`src/rtl/bist_seq_pkg.sv`:
```
// Shared definitions for the self-test session sequencer.
package bist_seq_pkg;
    // Session phases; the order is only for readability.
    typedef enum logic [2:0] {
        ST_IDLE = 3'd0,
        ST_LOAD = 3'd1,
        ST_RUN  = 3'd2,
        ST_CMP  = 3'd3,
        ST_DONE = 3'd4
    } seq_state_e;
endpackage

```
`src/rtl/bist_pat_counter.sv`:
```
// Pattern budget counter.
// Loads the programmed count when a session is accepted and counts down once
// per run cycle. Assumes dec_i is only raised while the count is non-zero.
module bist_pat_counter #(
    parameter int CNT_W = 4
) (
    input  logic             clk,
    input  logic             rst_n,
    input  logic             load_i,
    input  logic [CNT_W-1:0] value_i,
    input  logic             dec_i,
    output logic             empty_o,
    output logic             last_o
);
    localparam logic [CNT_W-1:0] ONE = {{(CNT_W-1){1'b0}}, 1'b1};

    logic [CNT_W-1:0] cnt_q;

    // Hold the remaining pattern count.
    always_ff @(posedge clk) begin
        if (!rst_n)       cnt_q <= '0;
        else if (load_i)  cnt_q <= value_i;
        else if (dec_i)   cnt_q <= cnt_q - ONE;
    end

    assign empty_o = (cnt_q == '0);
    assign last_o  = (cnt_q == ONE);


    no_underflow_chk: assert property (@(posedge clk) disable iff (!rst_n)
        dec_i |-> cnt_q != '0);
endmodule

```
`src/rtl/bist_seq_fsm.sv`:
```
// Session phase sequencer.
// Walks idle -> load -> run -> compare -> done -> idle. The run phase is
// skipped when the captured count is zero. Start is only accepted in idle.
module bist_seq_fsm
    import bist_seq_pkg::*;
(
    input  logic       clk,
    input  logic       rst_n,
    input  logic       start_i,
    input  logic       cnt_empty_i,
    input  logic       cnt_last_i,
    output logic       accept_o,
    output seq_state_e state_o
);
    seq_state_e state_q, state_d;

    assign accept_o = (state_q == ST_IDLE) && start_i;

    // Next-phase selection.
    always_comb begin
        state_d = state_q;
        unique case (state_q)
            ST_IDLE: if (start_i) state_d = ST_LOAD;
            ST_LOAD: state_d = cnt_empty_i ? ST_CMP : ST_RUN;
            ST_RUN:  if (cnt_last_i) state_d = ST_CMP;
            ST_CMP:  state_d = ST_DONE;
            ST_DONE: state_d = ST_IDLE;
            default: state_d = ST_IDLE;
        endcase
    end

    // Phase register.
    always_ff @(posedge clk) begin
        if (!rst_n) state_q <= ST_IDLE;
        else        state_q <= state_d;
    end

    assign state_o = state_q;


    busy_start_ignored_chk: assert property (@(posedge clk) disable iff (!rst_n)
        (state_q != ST_IDLE && start_i) |=> state_q != ST_LOAD);

    done_to_idle_chk: assert property (@(posedge clk) disable iff (!rst_n)
        state_q == ST_DONE |=> state_q == ST_IDLE);
endmodule

```
`src/rtl/bist_judge.sv`:
```
// Signature judge.
// Compares the final signature in the compare cycle, keeps the pass flag
// until the next accepted start, and holds a sticky error interrupt. A set
// request wins over a clear request in the same cycle.
module bist_judge #(
    parameter int SIG_W = 8
) (
    input  logic             clk,
    input  logic             rst_n,
    input  logic             cmp_i,
    input  logic             restart_i,
    input  logic [SIG_W-1:0] golden_i,
    input  logic [SIG_W-1:0] sig_i,
    input  logic             irq_clr_i,
    output logic             pass_o,
    output logic             irq_o
);
    logic match;
    logic pass_q, irq_q;

    assign match = (sig_i == golden_i);

    // Pass verdict of the latest session.
    always_ff @(posedge clk) begin
        if (!rst_n)         pass_q <= 1'b0;
        else if (restart_i) pass_q <= 1'b0;
        else if (cmp_i)     pass_q <= match;
    end

    // Sticky interrupt; a fresh error beats a clear.
    always_ff @(posedge clk) begin
        if (!rst_n)              irq_q <= 1'b0;
        else if (cmp_i && !match) irq_q <= 1'b1;
        else if (irq_clr_i)      irq_q <= 1'b0;
    end

    assign pass_o = pass_q;
    assign irq_o  = irq_q;


    irq_sticky_chk: assert property (@(posedge clk) disable iff (!rst_n)
        (irq_q && !irq_clr_i) |=> irq_q);

    irq_set_wins_chk: assert property (@(posedge clk) disable iff (!rst_n)
        (cmp_i && sig_i != golden_i) |=> irq_q);

    pass_restart_chk: assert property (@(posedge clk) disable iff (!rst_n)
        restart_i |=> !pass_q);
endmodule

```
`src/rtl/bist_sequencer.sv`:
```
// Self-test session sequencer (top).
// Captures seed, count and expected signature on an accepted start, drives
// test mode and the generator/signature-register strobes for one session,
// and reports pass and a sticky mismatch interrupt. Assumes the signature
// register output is valid in the compare cycle.
module bist_sequencer
    import bist_seq_pkg::*;
#(
    parameter int SEED_W = 8,
    parameter int CNT_W  = 4,
    parameter int SIG_W  = 8
) (
    input  logic              clk,
    input  logic              rst_n,
    input  logic              start_i,
    input  logic [SEED_W-1:0] seed_i,
    input  logic [CNT_W-1:0]  pat_count_i,
    input  logic [SIG_W-1:0]  golden_i,
    input  logic [SIG_W-1:0]  sig_i,
    input  logic              irq_clr_i,
    output logic              test_mode_o,
    output logic              seed_load_o,
    output logic [SEED_W-1:0] seed_o,
    output logic              tpg_en_o,
    output logic              misr_en_o,
    output logic              misr_clr_o,
    output logic              done_o,
    output logic              pass_o,
    output logic              irq_o
);
    seq_state_e        state;
    logic              accept;
    logic              cnt_empty, cnt_last;
    logic [SEED_W-1:0] seed_q;
    logic [SIG_W-1:0]  golden_q;

    // Capture session settings when a start is accepted.
    always_ff @(posedge clk) begin
        if (!rst_n) begin
            seed_q   <= '0;
            golden_q <= '0;
        end else if (accept) begin
            seed_q   <= seed_i;
            golden_q <= golden_i;
        end
    end

    bist_seq_fsm u_fsm (
        .clk         (clk),
        .rst_n       (rst_n),
        .start_i     (start_i),
        .cnt_empty_i (cnt_empty),
        .cnt_last_i  (cnt_last),
        .accept_o    (accept),
        .state_o     (state)
    );

    bist_pat_counter #(.CNT_W(CNT_W)) u_cnt (
        .clk     (clk),
        .rst_n   (rst_n),
        .load_i  (accept),
        .value_i (pat_count_i),
        .dec_i   (state == ST_RUN),
        .empty_o (cnt_empty),
        .last_o  (cnt_last)
    );

    bist_judge #(.SIG_W(SIG_W)) u_judge (
        .clk       (clk),
        .rst_n     (rst_n),
        .cmp_i     (state == ST_CMP),
        .restart_i (accept),
        .golden_i  (golden_q),
        .sig_i     (sig_i),
        .irq_clr_i (irq_clr_i),
        .pass_o    (pass_o),
        .irq_o     (irq_o)
    );

    // Phase-decoded strobes.
    always_comb begin
        test_mode_o = (state != ST_IDLE);
        seed_load_o = (state == ST_LOAD);
        misr_clr_o  = (state == ST_LOAD);
        misr_en_o   = (state == ST_RUN);
        tpg_en_o    = (state == ST_RUN);
        done_o      = (state == ST_DONE);
    end
    assign seed_o = seed_q;


    misr_clr_pulse_chk: assert property (@(posedge clk) disable iff (!rst_n)
        misr_clr_o |=> !misr_clr_o);

    enable_in_test_chk: assert property (@(posedge clk) disable iff (!rst_n)
        (misr_en_o || seed_load_o) |-> test_mode_o);

    done_pulse_chk: assert property (@(posedge clk) disable iff (!rst_n)
        done_o |=> (!done_o && !test_mode_o));
endmodule

```
`config.mk`:
```
export PLATFORM = sky130hd
export DESIGN_NAME = bist_sequencer
export DESIGN_NICKNAME = d
export VERILOG_FILES = /design/src/rtl/bist_seq_pkg.sv /design/src/rtl/bist_pat_counter.sv /design/src/rtl/bist_seq_fsm.sv /design/src/rtl/bist_judge.sv /design/src/rtl/bist_sequencer.sv
export SDC_FILE = /design/constraint.sdc
export NUM_CORES = 1
export LEC_CHECK = 0
export BUFFER_PORTS_ARGS = -buffer_cell sky130_fd_sc_hd__buf_2
export CAP_MARGIN = 0
export CORE_AREA = 2 2 52 54
export CTS_BUF_LIST = sky130_fd_sc_hd__clkbuf_4 sky130_fd_sc_hd__clkbuf_8 sky130_fd_sc_hd__clkbuf_16
export CTS_CLUSTER_SIZE = 30
export DETAILED_ROUTE_END_ITERATION = 10
export DIE_AREA = 0 0 54 56
export PLACE_DENSITY = 0.84
export SYNTH_ARGS = -nofsm -noshare
export SYNTH_HDL_FRONTEND = slang
export SYNTH_SLANG_ARGS = --single-unit
```
`constraint.sdc`:
```
create_clock -name clk -period 4 [get_ports clk]
set_input_delay 0.8 -clock clk [delete_from_list [all_inputs] [get_ports clk]]
set_output_delay 0.8 -clock clk [all_outputs]
set_load 0.03 [all_outputs]
```
[Word-level counts from Yosys, hierarchy flattened]
Index checks and enable logic that the tools add are counted.
Storage, ports and cells
  register bits: 25
  input bits: 32
  output and inout bits: 16
  word-level logic and storage cells: 34
Cells by class
  $add $sub $neg: 1
  equality and inequality tests: 8
  mux-type cells: 8
  bitwise gates (word level): 1
  reduce and logical (&&, ||, !) cells: 10
Operators by type and width (number)
  case mux 3 bit (4 select lines): 1
  == test 8 bit: 1
  two-way mux 4 bit: 2
  == test 3 x 2 -> 1 bit, second input constant: 2
  two-way mux 3 bit: 2
  == test 4 x 1 -> 1 bit, second input constant: 1
  zero test 4 bit: 1
  nonzero test 2 bit: 2
  subtractor 4 x 1 -> 4 bit, second input constant: 1
  == test 3 x 1 -> 1 bit, second input constant: 1
  == test 3 bit, second input constant: 1
  zero test 3 bit: 1
  two-way mux 1 bit: 3
  nonzero test 3 bit: 1
  logical AND 1 bit: 2
  inequality test 2 x 1 -> 1 bit, second input constant: 1
  inequality test 2 bit, second input constant: 1
  AND reduction 2 bit: 1
  OR reduction 2 bit: 1
  zero test 1 bit: 1
  NOT 1 bit: 1

[Depth between registers and ports, before layout]
Gate-level depths: netlist of the first run.
  depth in word-level cells: 4
  depth in mapped cells: 7
  gate-level depth less buffers: 5

[Hierarchy]
From an unflattened synthesis of the first run, not the netlist that was laid out.
Second synthesis, totals
  cells, all modules: 115
  area, all modules: 1189.9 µm²
Modules (own cells, without submodules)
  bist_sequencer: instances 1, cells each 58, area each 668.1 µm², sequential area each 320.3 µm²
  bist_pat_counter: instances 1, cells each 27, area each 242.7 µm², sequential area each 80.1 µm²
  bist_judge: instances 1, cells each 17, area each 157.7 µm², sequential area each 40.0 µm²
  bist_seq_fsm: instances 1, cells each 13, area each 121.4 µm², sequential area each 60.1 µm²

[Worst setup path after synthesis of the first run]
No wires, ideal clock.
  path kind: reg2out
  start: reg u_fsm.state_q[1] (netlist: u_fsm.state_o[1])
  end: out tpg_en_o
  arrival time: 1.253 ns
  required time: 3.200 ns
  slack: 1.947 ns
  cell stages (with the launch flop): 6
  cell sequence: dfxtp_1 -> buf_4 -> or3b_1 -> buf_6 -> inv_2 -> buf_4
Between the ends
  longest elaborated chain between the ends: 1
RTL lines
  start, declared: line bist_seq_fsm.sv:15  | seq_state_e state_q, state_d;
  start signal, assigned: line bist_seq_fsm.sv:35  | else state_q <= state_d;
  == test 3 x 2 -> 1 bit
  end, declared: line bist_sequencer.sv:24  | output logic tpg_en_o,
No other way between the ends.

[Worst setup path in the final report of the first run]
  start: reg u_fsm.state_q[1] (netlist: u_fsm.state_o[1])
  end: out misr_en_o
Between the ends
  longest elaborated chain between the ends: 1
RTL lines
  == test 3 x 2 -> 1 bit: line bist_sequencer.sv:85  | misr_en_o = (state == ST_RUN);
  end, declared: line bist_sequencer.sv:25  | output logic misr_en_o,
No other way between the ends.

==> results of run 1 <==
[Yosys cell counts, drive strengths merged, types with 2 or more instances]
| cell type | n |
|---|---|
| a21oi | 4 |
| nor2b | 4 |
| ha | 3 |
| nand4 | 2 |
| nand2 | 36 |
| clkbuf | 3 |
| nor3 | 2 |
| nor2 | 7 |
| xnor2 | 10 |
| buf | 7 |
| nor3b | 3 |
| o21ai | 3 |
| inv | 4 |
| dfxtp | 25 |
| a221oi | 3 |
| a21boi | 16 |
[state kept, by name (all words and copies together) (netlist names)]
register / cells
golden_q: 8
seed_o: 8
u_cnt.cnt_q: 4
u_fsm.state_o: 3
u_judge.irq_o: 1
u_judge.pass_o: 1
[power by group]
part	total, mW	internal (mW)	switching (mW)
clock	0.115	0.0382	0.0768
sequential	0.389	0.312	0.0764
combinational	0.447	0.168	0.279
total	0.951	0.519	0.432
[cell type report]
| class | instances | area, sq um | area share, % |
|---|---|---|---|
| multi-input combinational | 102 | 633.1 | 43.62 |
| clock buffer | 3 | 22.52 | 1.552 |
| tap | 30 | 37.54 | 2.586 |
| timing repair buffer | 47 | 235.2 | 16.21 |
| sequential | 25 | 500.5 | 34.48 |
| inverter | 4 | 15.01 | 1.034 |
| clock inverter | 1 | 7.507 | 0.5172 |
[worst register-to-register path: cells and delay by family, from the launching register on]
kind | cells | cell delay (ns)
flops | 1 | 0.46
simple gates | 3 | 1.17
compound gates | 1 | 0.28
[per-stage QoR]
stage | instance area, sq um | utilization [%] | power [mW] | setup WS [ns] | hold WS (ns)
after floorplan | 1209 | - | 0.7643 | 1.947 | 0.4560
after global placement | 1421 | 58.44 | 0.8215 | 1.721 | 0.4417
after detailed placement | 1421 | 58.44 | 0.8416 | 1.627 | 0.4527
after CTS | 1451 | 59.67 | 0.9568 | 1.463 | 0.4720
after global routing | 1451 | 59.67 | 1.029 | 1.379 | 0.5035
final | 1451 | 59.67 | 0.9511 | 1.460 | 0.4684
[cell families after synthesis]
group	after synthesis	synth area share (%)
simple gates	61	24.95
compound gates	28	16.36
flops	25	41.41
buf+inv	14	6.935
xor+xnor	10	7.246
fa+ha+maj	3	3.106
[path summary, 6_finish.rpt]
check	cells after the start	slack [ns]	endpoint	from
hold / removal	2	0.47	seed_o[0]	seed_o[0]
setup / recovery	3	1.46	misr_en_o	u_fsm.state_o[1]
setup reg to reg	4	2.01	u_cnt.cnt_q[1]	u_fsm.state_o[0]
hold reg to reg	2	0.47	seed_o[0]	seed_o[0]
[routing by layer]
layer | track usage (%) | up-vias | wire length, um
met3 | 2.419 | 2 | 75
li1 | - | 548 | -
met4 | 6.071 | 0 | 19
met1 | 20.03 | 483 | 1077
met2 | 33.45 | 22 | 1317
met5 | 0 | - | 0
==> flow_summary.yaml, run 1 <==
clocking:
  tritoncts: "done"
  cts_setup_buffers: 0
  cts_htree_levels: 1
  postCtsHoldBufs: 0
  cts_max_path_buffers: 2
  clock_sink_count: 25
  cts_repair_resize_count: 0
  tritoncts.num_buffers: 3
  clkSlewWorstSetupHoldPaths_ns: 0.14
  clock_tree.root_cell: "sky130_fd_sc_hd__clkbuf_4"
  worstSkewPairLatency_ns: 0.32
drt:
  route.detailed.wl_per_inst_um: 11.75
  ant_nets: 0
  dr_total_vias: 1055
  iteration_count_of_the_initial_detailed_routing_pass: 4
  drt_wl_total_um: 2490
  drt-initial-drc-count: 11
  post_drt_via_cell_ratio: 4.976
  drcViolationCount: 0
setup_path:
  setup.worst_path.end_class: "output port"
  timing.critical_path.from_type: "flop"
  worst_ep_arrival_time_ns: 1.74
  worst-path-max-fanout: 9
  critical_path_class: "flop to output port"
  worstPathRequired_ns: 3.20
  family_with_the_most_delay_on_the_worst_path: "flip-flops"
  crit_path_top_delay_cell: "sky130_fd_sc_hd__dfxtp_1"
  worstPathBufferInverterCount: 2
  crit_path_max_incr_delay_ns: 0.56
  worstPathCellList: "or3b_1, inv_2, buf_2"
layout:
  nets: 218
  diodes: 0
  mostFrequentLayoutCell: "sky130_fd_sc_hd__buf_2"
  layout-area-overhead-vs-synth_pct: 20.08
  most-common-layout-cells: "sky130_fd_sc_hd__buf_2, sky130_fd_sc_hd__nand2_1, sky130_fd_sc_hd__dfxtp_1, sky130_fd_sc_hd__a21boi_0, sky130_fd_sc_hd__xnor2_1"
  drive_above_1_share_pct: 29.67
  fillers: 231
  final_cells: 212
floorplanning:
  coreArea_sq_um: 2432
  floorplan.die_area_sq_um: 3024
  io_pins: 48
  starting_density_pct: 49.69
  chipHeight_um: 56
  chipWidth_um: 54
  placementRows: 18
timing:
  finalClockSkew_ns: 0.007727
  min_period_ns: 2.540
  rsz0062_at_grt: "false"
  highest_attainable_clock_frequency_ghz: 0.3937
  final_hold_viol_count: 0
  final_max_slew_viols: 0
  max-slew-margin-rel_pct: 32.72
  worst-slew-pin-transition_ns: 1.005
  setup-tns-final_ns: 0
  final_cycle_utilization_of_the_critical_path_pct: 63.51
  finalSetupViolations: 0
logic_synthesis:
  synth-seq-cells: 25
  syn-num-nets: 176
  synthesis.yosys.warnings: 0
  synthCells: 141
  synth_enable_flop_cells: 0
  synth-async-reset-ratio_pct: 0
  synth_area_per_cell_sq_um: 8.572
  synth.top_cells.by_area: "sky130_fd_sc_hd__dfxtp_1, sky130_fd_sc_hd__nand2_1, sky130_fd_sc_hd__a21boi_0, sky130_fd_sc_hd__xnor2_1, sky130_fd_sc_hd__ha_1"
  yosysTopAreaCell: "sky130_fd_sc_hd__dfxtp_1"
  synthFlopType: "sky130_fd_sc_hd__dfxtp_1"
  ys_types: 29
  syn-cell-area_sq_um: 1209
  fraction_of_the_yosys_area_taken_by_sequential_cells_pct: 41.41
  synth_top_area_share_pct: 41.41
run_status:
  outcome: "finished, final reports clean"
run:
  max_cap_violations: 0
pwr:
  max-vdd-ir-drop_mv: 0.4525
  cellLeakagePower_nw: 0.6335
  power_per_cell_area_nw_per_um2: 655.3
global_routing:
  pin_count_of_the_biggest_net_entering_global_routing: 24
  tot_gr_track_use_pct: 18.05
  number_of_global_route_vias_before_repair: 1021
  global_route.overflow_total: 0
  first_pass_grt_wire_length_um: 4160
  grt_antenna_before_repair: 0
place:
  finalWeightedCongestion: 0.7319
  dp_hpwl_um: 1856
  port_buffers: 47
  post-place-cells: 208
worst_hold_path:
  hold_path_class: "flop to flop"
Power figures use the tool's default switching activity.
==> inputs of run 2 (changes only) <==
--- a/config.mk
+++ b/config.mk
@@ -5,14 +5,15 @@
 export SDC_FILE = /design/constraint.sdc
 export NUM_CORES = 1
 export LEC_CHECK = 0
+export ABC_AREA = 1
 export BUFFER_PORTS_ARGS = -buffer_cell sky130_fd_sc_hd__buf_2
 export CAP_MARGIN = 0
-export CORE_AREA = 2 2 52 54
+export CORE_AREA = 2 2 54 56
 export CTS_BUF_LIST = sky130_fd_sc_hd__clkbuf_4 sky130_fd_sc_hd__clkbuf_8 sky130_fd_sc_hd__clkbuf_16
 export CTS_CLUSTER_SIZE = 30
 export DETAILED_ROUTE_END_ITERATION = 10
-export DIE_AREA = 0 0 54 56
-export PLACE_DENSITY = 0.84
+export DIE_AREA = 0 0 56 58
+export PLACE_DENSITY = 0.78
 export SYNTH_ARGS = -nofsm -noshare
 export SYNTH_HDL_FRONTEND = slang
 export SYNTH_SLANG_ARGS = --single-unit
==> constraint.sdc (replaced) <==
create_clock -name clk -period 2.35 [get_ports clk]
set_input_delay 0.47 -clock clk [delete_from_list [all_inputs] [get_ports clk]]
set_output_delay 0.47 -clock clk [all_outputs]
set_load 0.03 [all_outputs]
==> run 2 against run 1 <==
First-iteration DRC count up 45%. Non-clock buffer count increased by 1. Combinational power up 83%. Critical path depth stayed put.
==> flow_summary.yaml, run 2 <==
layout:
  footprint_of_the_multi_input_gates_sq_um: 504.2
  layout-area-overhead-vs-synth_pct: 22.30
  diodes: 0
  nets: 243
  mostFrequentLayoutCell: "sky130_fd_sc_hd__buf_2"
  stdcell_area_sq_um: 1448
  fillers: 275
  most-common-layout-cells: "sky130_fd_sc_hd__buf_2, sky130_fd_sc_hd__inv_1, sky130_fd_sc_hd__nand2_1, sky130_fd_sc_hd__dfxtp_1, sky130_fd_sc_hd__a21oi_1"
  drive_above_1_share_pct: 26.09
  final_util_pct: 54.37
  register_area_sq_um: 500.5
logic_synthesis:
  synth-seq-cells: 25
  synth-async-reset-ratio_pct: 0
  yosysTopAreaCell: "sky130_fd_sc_hd__dfxtp_1"
  synth.top_cells.by_area: "sky130_fd_sc_hd__dfxtp_1, sky130_fd_sc_hd__inv_1, sky130_fd_sc_hd__a21oi_1, sky130_fd_sc_hd__nand2_1, sky130_fd_sc_hd__o21ai_0"
  synthesis.yosys.warnings: 0
  synth_enable_flop_cells: 0
  synth_area_per_cell_sq_um: 7.262
  fraction_of_the_yosys_area_taken_by_sequential_cells_pct: 42.28
  post_synth_most_frequent_cells: "sky130_fd_sc_hd__inv_1, sky130_fd_sc_hd__dfxtp_1, sky130_fd_sc_hd__nand2_1"
  synth_top_area_share_pct: 42.28
  syn-num-nets: 198
  synthFlopType: "sky130_fd_sc_hd__dfxtp_1"
  synthCells: 163
  synth.most_common_cell: "sky130_fd_sc_hd__inv_1"
  syn-cell-area_sq_um: 1184
  ys_types: 24
setup_path:
  crit_path_top_delay_cell: "sky130_fd_sc_hd__dfxtp_1"
  worstPathBufferInverterCount: 2
  crit_path_max_incr_delay_ns: 0.41
  worstPathRequired_ns: 1.88
  worst-path-max-fanout: 4
  setup.worst_path.end_class: "output port"
  timing.critical_path.from_type: "flop"
  critPathLaunch: "u_fsm.state_o[0]"
  worst_ep_arrival_time_ns: 1.48
  critical_path_class: "flop to output port"
  worstPathCellList: "inv_1, nor3_1, buf_2"
  family_with_the_most_delay_on_the_worst_path: "flip-flops"
  r2r_startpoint: "u_fsm.state_o[2]"
clocking:
  tritoncts.num_buffers: 3
  cts_htree_levels: 1
  clock_tree.root_cell: "sky130_fd_sc_hd__clkbuf_4"
  cts_repair_resize_count: 0
  postCtsHoldBufs: 0
  clkSlewWorstSetupHoldPaths_ns: 0.13
  cts_setup_buffers: 0
  cts_max_path_buffers: 2
  tritoncts: "done"
  worstSkewPairLatency_ns: 0.31
  clock_sink_count: 25
pwr:
  share_clk_of_total_power_pct: 11.9
  cellLeakagePower_nw: 0.7343
  power_per_cell_area_nw_per_um2: 1141
  sw_frac_of_total_pct: 45.12
  share_seq_of_total_power_pct: 38.5
  max-vdd-ir-drop_mv: 0.9120
  internal_power_mw: 0.9063
  comb_power_share_pct: 49.6
  switching_power_mw: 0.7452
drt:
  drt_wl_total_um: 2468
  drcViolationCount: 0
  route.detailed.wl_per_inst_um: 10.37
  drt-initial-drc-count: 16
  post_drt_via_cell_ratio: 4.689
  dr_total_vias: 1116
  iteration_count_of_the_initial_detailed_routing_pass: 4
  ant_nets: 0
floorplanning:
  placementRows: 19
  starting_density_pct: 44.45
  chipWidth_um: 56
  io_pins: 48
  chipHeight_um: 58
  floorplan.die_area_sq_um: 3248
  coreArea_sq_um: 2663
timing:
  setup-tns-final_ns: 0
  final_max_slew_viols: 0
  min_period_ns: 1.947
  final_hold_viol_count: 0
  highest_attainable_clock_frequency_ghz: 0.5137
  worst-slew-pin-transition_ns: 0.4505
  final_cycle_utilization_of_the_critical_path_pct: 82.84
  timing.hold.ws_ns: 0.3995
  finalClockSkew_ns: 0.003533
  max-slew-margin-rel_pct: 69.74
  finalSetupViolations: 0
  rsz0062_at_grt: "false"
global_routing:
  grt_antenna_before_repair: 0
  global_route.overflow_total: 0
  number_of_global_route_vias_before_repair: 1071
  first_pass_grt_wire_length_um: 4291
  tot_gr_track_use_pct: 16.21
  pin_count_of_the_biggest_net_entering_global_routing: 25
worst_hold_path:
  timing.hold.worst.start: "irq_clr_i"
  hold_path_class: "input pin to flop"
run:
  max_cap_violations: 0
run_status:
  outcome: "finished, final reports clean"
place:
  dp_hpwl_um: 1889
  dpl-instance-area_sq_um: 1418
  finalWeightedCongestion: 0.7444
  port_buffers: 47
==> run 2: cell count changes after synthesis, sizes merged, moves of 5 or more <==
cell    change
inv        +31
a21oi      +18
nand2      -11
xnor2       -5
o21ai      +14
a21boi     -16
==> run 2: worst paths after layout <==
path / depth (start not counted) / slack (ns) / end
worst max-delay path: 3 / 0.40 / seed_load_o
worst min-delay path: 4 / 0.40 / u_judge.irq_o
worst max register to register: 5 / 0.84 / seed_o[2]
worst min register to register: 2 / 0.45 / seed_o[4]
==> run 2: cells by family (layout without fill, tap and decap cells) <==
kind of cell,count (synthesis),count (layout),share of synthesized area [%]
and+or+nand+nor,40,40,14.48
DFF,25,25,42.28
AOI/OAI and AO/OA,46,46,20.51
adders and majority gates,3,3,3.172
buffers and inverters,43,87,15.12
xor gates and xnor gates,6,6,4.440
==> run 2: worst min-delay path, cell delays in order <==
cell                      delay [ns]
sky130_fd_sc_hd__buf_2          0.07
sky130_fd_sc_hd__inv_1          0.03
sky130_fd_sc_hd__nand2_1        0.04
sky130_fd_sc_hd__a21oi_1        0.05
==> run 2: cell type report <==
cell class	instances	area share (%)
clock buffer	4	2.074
inverter	35	9.075
multi-input combinational	95	34.83
sequential	25	34.57
tap	31	2.679
timing repair buffer	48	16.77
==> run 2: metrics by stage <==
| stage | worst slack (ns) | total power, mW | std cells |
|---|---|---|---|
| 6_report | 0.4032 | 1.652 | 238 |
| 3_5_place_dp | 0.7516 | 1.468 | 234 |
| 2_1_floorplan | 0.3574 | 1.300 | 163 |
| 5_1_grt | 0.3145 | 1.800 | 238 |
| 3_3_place_gp | 0.7769 | 1.445 | 234 |
| 4_1_cts | 0.4179 | 1.666 | 238 |
==> run 2: power groups by stage <==
stage | sequential [mW] | combinational [mW] | clock (mW)
floorplan | 0.722 | 0.577 | 0
global placement | 0.638 | 0.807 | 0
detailed placement | 0.646 | 0.822 | 0
CTS | 0.636 | 0.825 | 0.205
global route | 0.652 | 0.930 | 0.219
finish | 0.636 | 0.819 | 0.197
==> run 2: routing by layer <==
metal  global-route usage, %  part of all wire (%)  vias to the layer above  wire length, um
li1                        -                     -                      602                -
met1                   20.39                    47                      486             1158
met2                   28.40                    48                       24             1187
met3                   2.455                   3.9                        4               96
met4                   5.782                   1.0                        0               25
met5                       0                     0                        -                0
==> inputs of run 3 (changes only) <==
--- a/config.mk
+++ b/config.mk
@@ -8,12 +8,12 @@
 export ABC_AREA = 1
 export BUFFER_PORTS_ARGS = -buffer_cell sky130_fd_sc_hd__buf_2
 export CAP_MARGIN = 0
-export CORE_AREA = 2 2 54 56
+export CORE_AREA = 2 2 57 59
 export CTS_BUF_LIST = sky130_fd_sc_hd__clkbuf_4 sky130_fd_sc_hd__clkbuf_8 sky130_fd_sc_hd__clkbuf_16
 export CTS_CLUSTER_SIZE = 30
 export DETAILED_ROUTE_END_ITERATION = 10
-export DIE_AREA = 0 0 56 58
-export PLACE_DENSITY = 0.78
+export DIE_AREA = 0 0 59 61
+export PLACE_DENSITY = 0.74
 export SYNTH_ARGS = -nofsm -noshare
 export SYNTH_HDL_FRONTEND = slang
 export SYNTH_SLANG_ARGS = --single-unit
==> constraint.sdc (replaced) <==
create_clock -name clk -period 1.7 [get_ports clk]
set_input_delay 0.34 -clock clk [delete_from_list [all_inputs] [get_ports clk]]
set_output_delay 0.34 -clock clk [all_outputs]
set_load 0.03 [all_outputs]
==> run 3 against run 2 <==
Sequential power up 40%. Combinational power increased by 45%. Via count grew 0.63%. Sequential cell count did not move. Final cell count grew 1.3%. Clock power is 38% higher. Worst hold slack got worse by 0.15 ns. Critical path type unchanged. Cell area grew 2.3%.
==> flow_summary.yaml, run 3 (same netlist as run 2, synthesis figures left out) <==
timing:
  finalSetupViolations: 0
  final_max_slew_viols: 0
  final_cycle_utilization_of_the_critical_path_pct: 93.70
  min_period_ns: 1.593
  worst-slew-pin-transition_ns: 0.3547
  final_hold_viol_count: 0
  rsz0062_at_grt: "false"
  max-slew-margin-rel_pct: 76.17
  finalClockSkew_ns: 0.01052
  timing.hold.ws_ns: 0.2488
  highest_attainable_clock_frequency_ghz: 0.6278
  setup-tns-final_ns: 0
drt:
  drt_wl_total_um: 2546
  drcViolationCount: 0
  dr_total_vias: 1123
  iteration_count_of_the_initial_detailed_routing_pass: 4
  ant_nets: 0
  route.detailed.wl_per_inst_um: 10.56
  drt-initial-drc-count: 62
  post_drt_via_cell_ratio: 4.660
clocking:
  postCtsHoldBufs: 0
  cts_htree_levels: 1
  clock_tree.root_cell: "sky130_fd_sc_hd__clkbuf_4"
  cts_setup_buffers: 0
  clkSlewWorstSetupHoldPaths_ns: 0.14
  cts_max_path_buffers: 2
  worstSkewPairLatency_ns: 0.32
  clock_sink_count: 25
  tritoncts: "done"
  tritoncts.num_buffers: 3
setup_path:
  r2r_startpoint: "u_fsm.state_o[1]"
  worst-path-max-fanout: 6
  worstPathRequired_ns: 1.36
  setup.worst_path.end_class: "output port"
  worst_ep_arrival_time_ns: 1.25
  critical_path_class: "flop to output port"
  timing.critical_path.from_type: "flop"
  critPathLaunch: "u_fsm.state_o[2]"
floorplanning:
  chipHeight_um: 61
  starting_density_pct: 40.08
  chipWidth_um: 59
  coreArea_sq_um: 2953
  io_pins: 48
  floorplan.die_area_sq_um: 3599
  placementRows: 20
worst_hold_path:
  hold_path_class: "input pin to flop"
  timing.hold.worst.start: "irq_clr_i"
run_status:
  outcome: "finished, final reports clean"
global_routing:
  first_pass_grt_wire_length_um: 4236
  global_route.overflow_total: 0
  grt_antenna_before_repair: 0
  tot_gr_track_use_pct: 15.26
  number_of_global_route_vias_before_repair: 1031
  pin_count_of_the_biggest_net_entering_global_routing: 21
pwr:
  finalPower_mw: 2.347
  max-vdd-ir-drop_mv: 1.163
  power_per_cell_area_nw_per_um2: 1584
  cellLeakagePower_nw: 0.7337
place:
  finalWeightedCongestion: 0.8167
  dpl-instance-area_sq_um: 1433
  dp_hpwl_um: 1916
  port_buffers: 47
layout:
  drive_above_1_share_pct: 29.81
  layout-area-overhead-vs-synth_pct: 25.16
  nets: 244
  stdcell_area_sq_um: 1481
  diodes: 0
  most-common-layout-cells: "sky130_fd_sc_hd__buf_2, sky130_fd_sc_hd__inv_1, sky130_fd_sc_hd__nand2_1, sky130_fd_sc_hd__dfxtp_1, sky130_fd_sc_hd__a21oi_1"
  mostFrequentLayoutCell: "sky130_fd_sc_hd__buf_2"
run:
  max_cap_violations: 0
[run 3: cell count changes in the layout (fill, tap and decap cells not counted), moves of 2 or more]
cell / delta
sky130_fd_sc_hd__dfxtp_2: +2
sky130_fd_sc_hd__buf_2: -2
sky130_fd_sc_hd__inv_1: -3
sky130_fd_sc_hd__dfxtp_1: -2
sky130_fd_sc_hd__inv_2: +3
[run 3: worst max-delay path: stages, from the launching register on]
cell                       delay, ns
sky130_fd_sc_hd__dfxtp_2        0.38
sky130_fd_sc_hd__inv_2          0.10
sky130_fd_sc_hd__nand3_2        0.16
sky130_fd_sc_hd__inv_2          0.11
sky130_fd_sc_hd__clkbuf_4       0.19
[run 3: cell type report]
| type | instances | area, sq um |
|---|---|---|
| Inverter | 35 | 131.4 |
| Multi-Input combinational cell | 95 | 520.5 |
| Clock inverter | 1 | 7.507 |
| Fill cell | 315 | 1471 |
| Timing Repair Buffer | 49 | 255.2 |
| Clock buffer | 3 | 22.52 |
| Sequential cell | 25 | 503.0 |
| Tap cell | 33 | 41.29 |
[run 3: final timing paths]
path / endpoint / slack (ns) / depth (start not counted)
worst min register to register: seed_o[3] / 0.45 / 2
worst min-delay path: u_judge.irq_o / 0.25 / 4
worst max register to register: seed_o[4] / 0.49 / 5
worst max-delay path: tpg_en_o / 0.11 / 4
[run 3: report_power, final]
group,switching [mW],internal [mW]
Clock,0.182,0.0899
Sequential,0.122,0.767
Combinational,0.773,0.414
Total,1.08,1.27
[run 3: stage by stage]
stage | cells | util [%] | setup slack (ns)
after floorplan | 163 | - | 0.1897
after global placement | 237 | 48.52 | 0.3821
after detailed placement | 237 | 48.52 | 0.3453
after CTS | 241 | 49.70 | 0.001927
after global routing | 241 | 50.17 | 0.02987
final | 241 | 50.17 | 0.1071
[run 3: per-layer routing]
| metal | up-vias | GRT usage [%] | wire length [um] |
|---|---|---|---|
| li1 | 602 | - | - |
| met5 | - | 0 | 0 |
| met4 | 0 | 2.922 | 10 |
| met2 | 26 | 27.62 | 1201 |
| met3 | 2 | 4.264 | 135 |
| met1 | 493 | 18.18 | 1198 |
[run 3: what timing repair did]
| item | 4_1_cts | 5_1_grt |
|---|---|---|
| pin swaps | 0 | 0 |
| endpoints found under the hold margin | 0 | 0 |
| setup endpoints to repair | 2 | 5 |
| resized for setup | 1 | 8 |
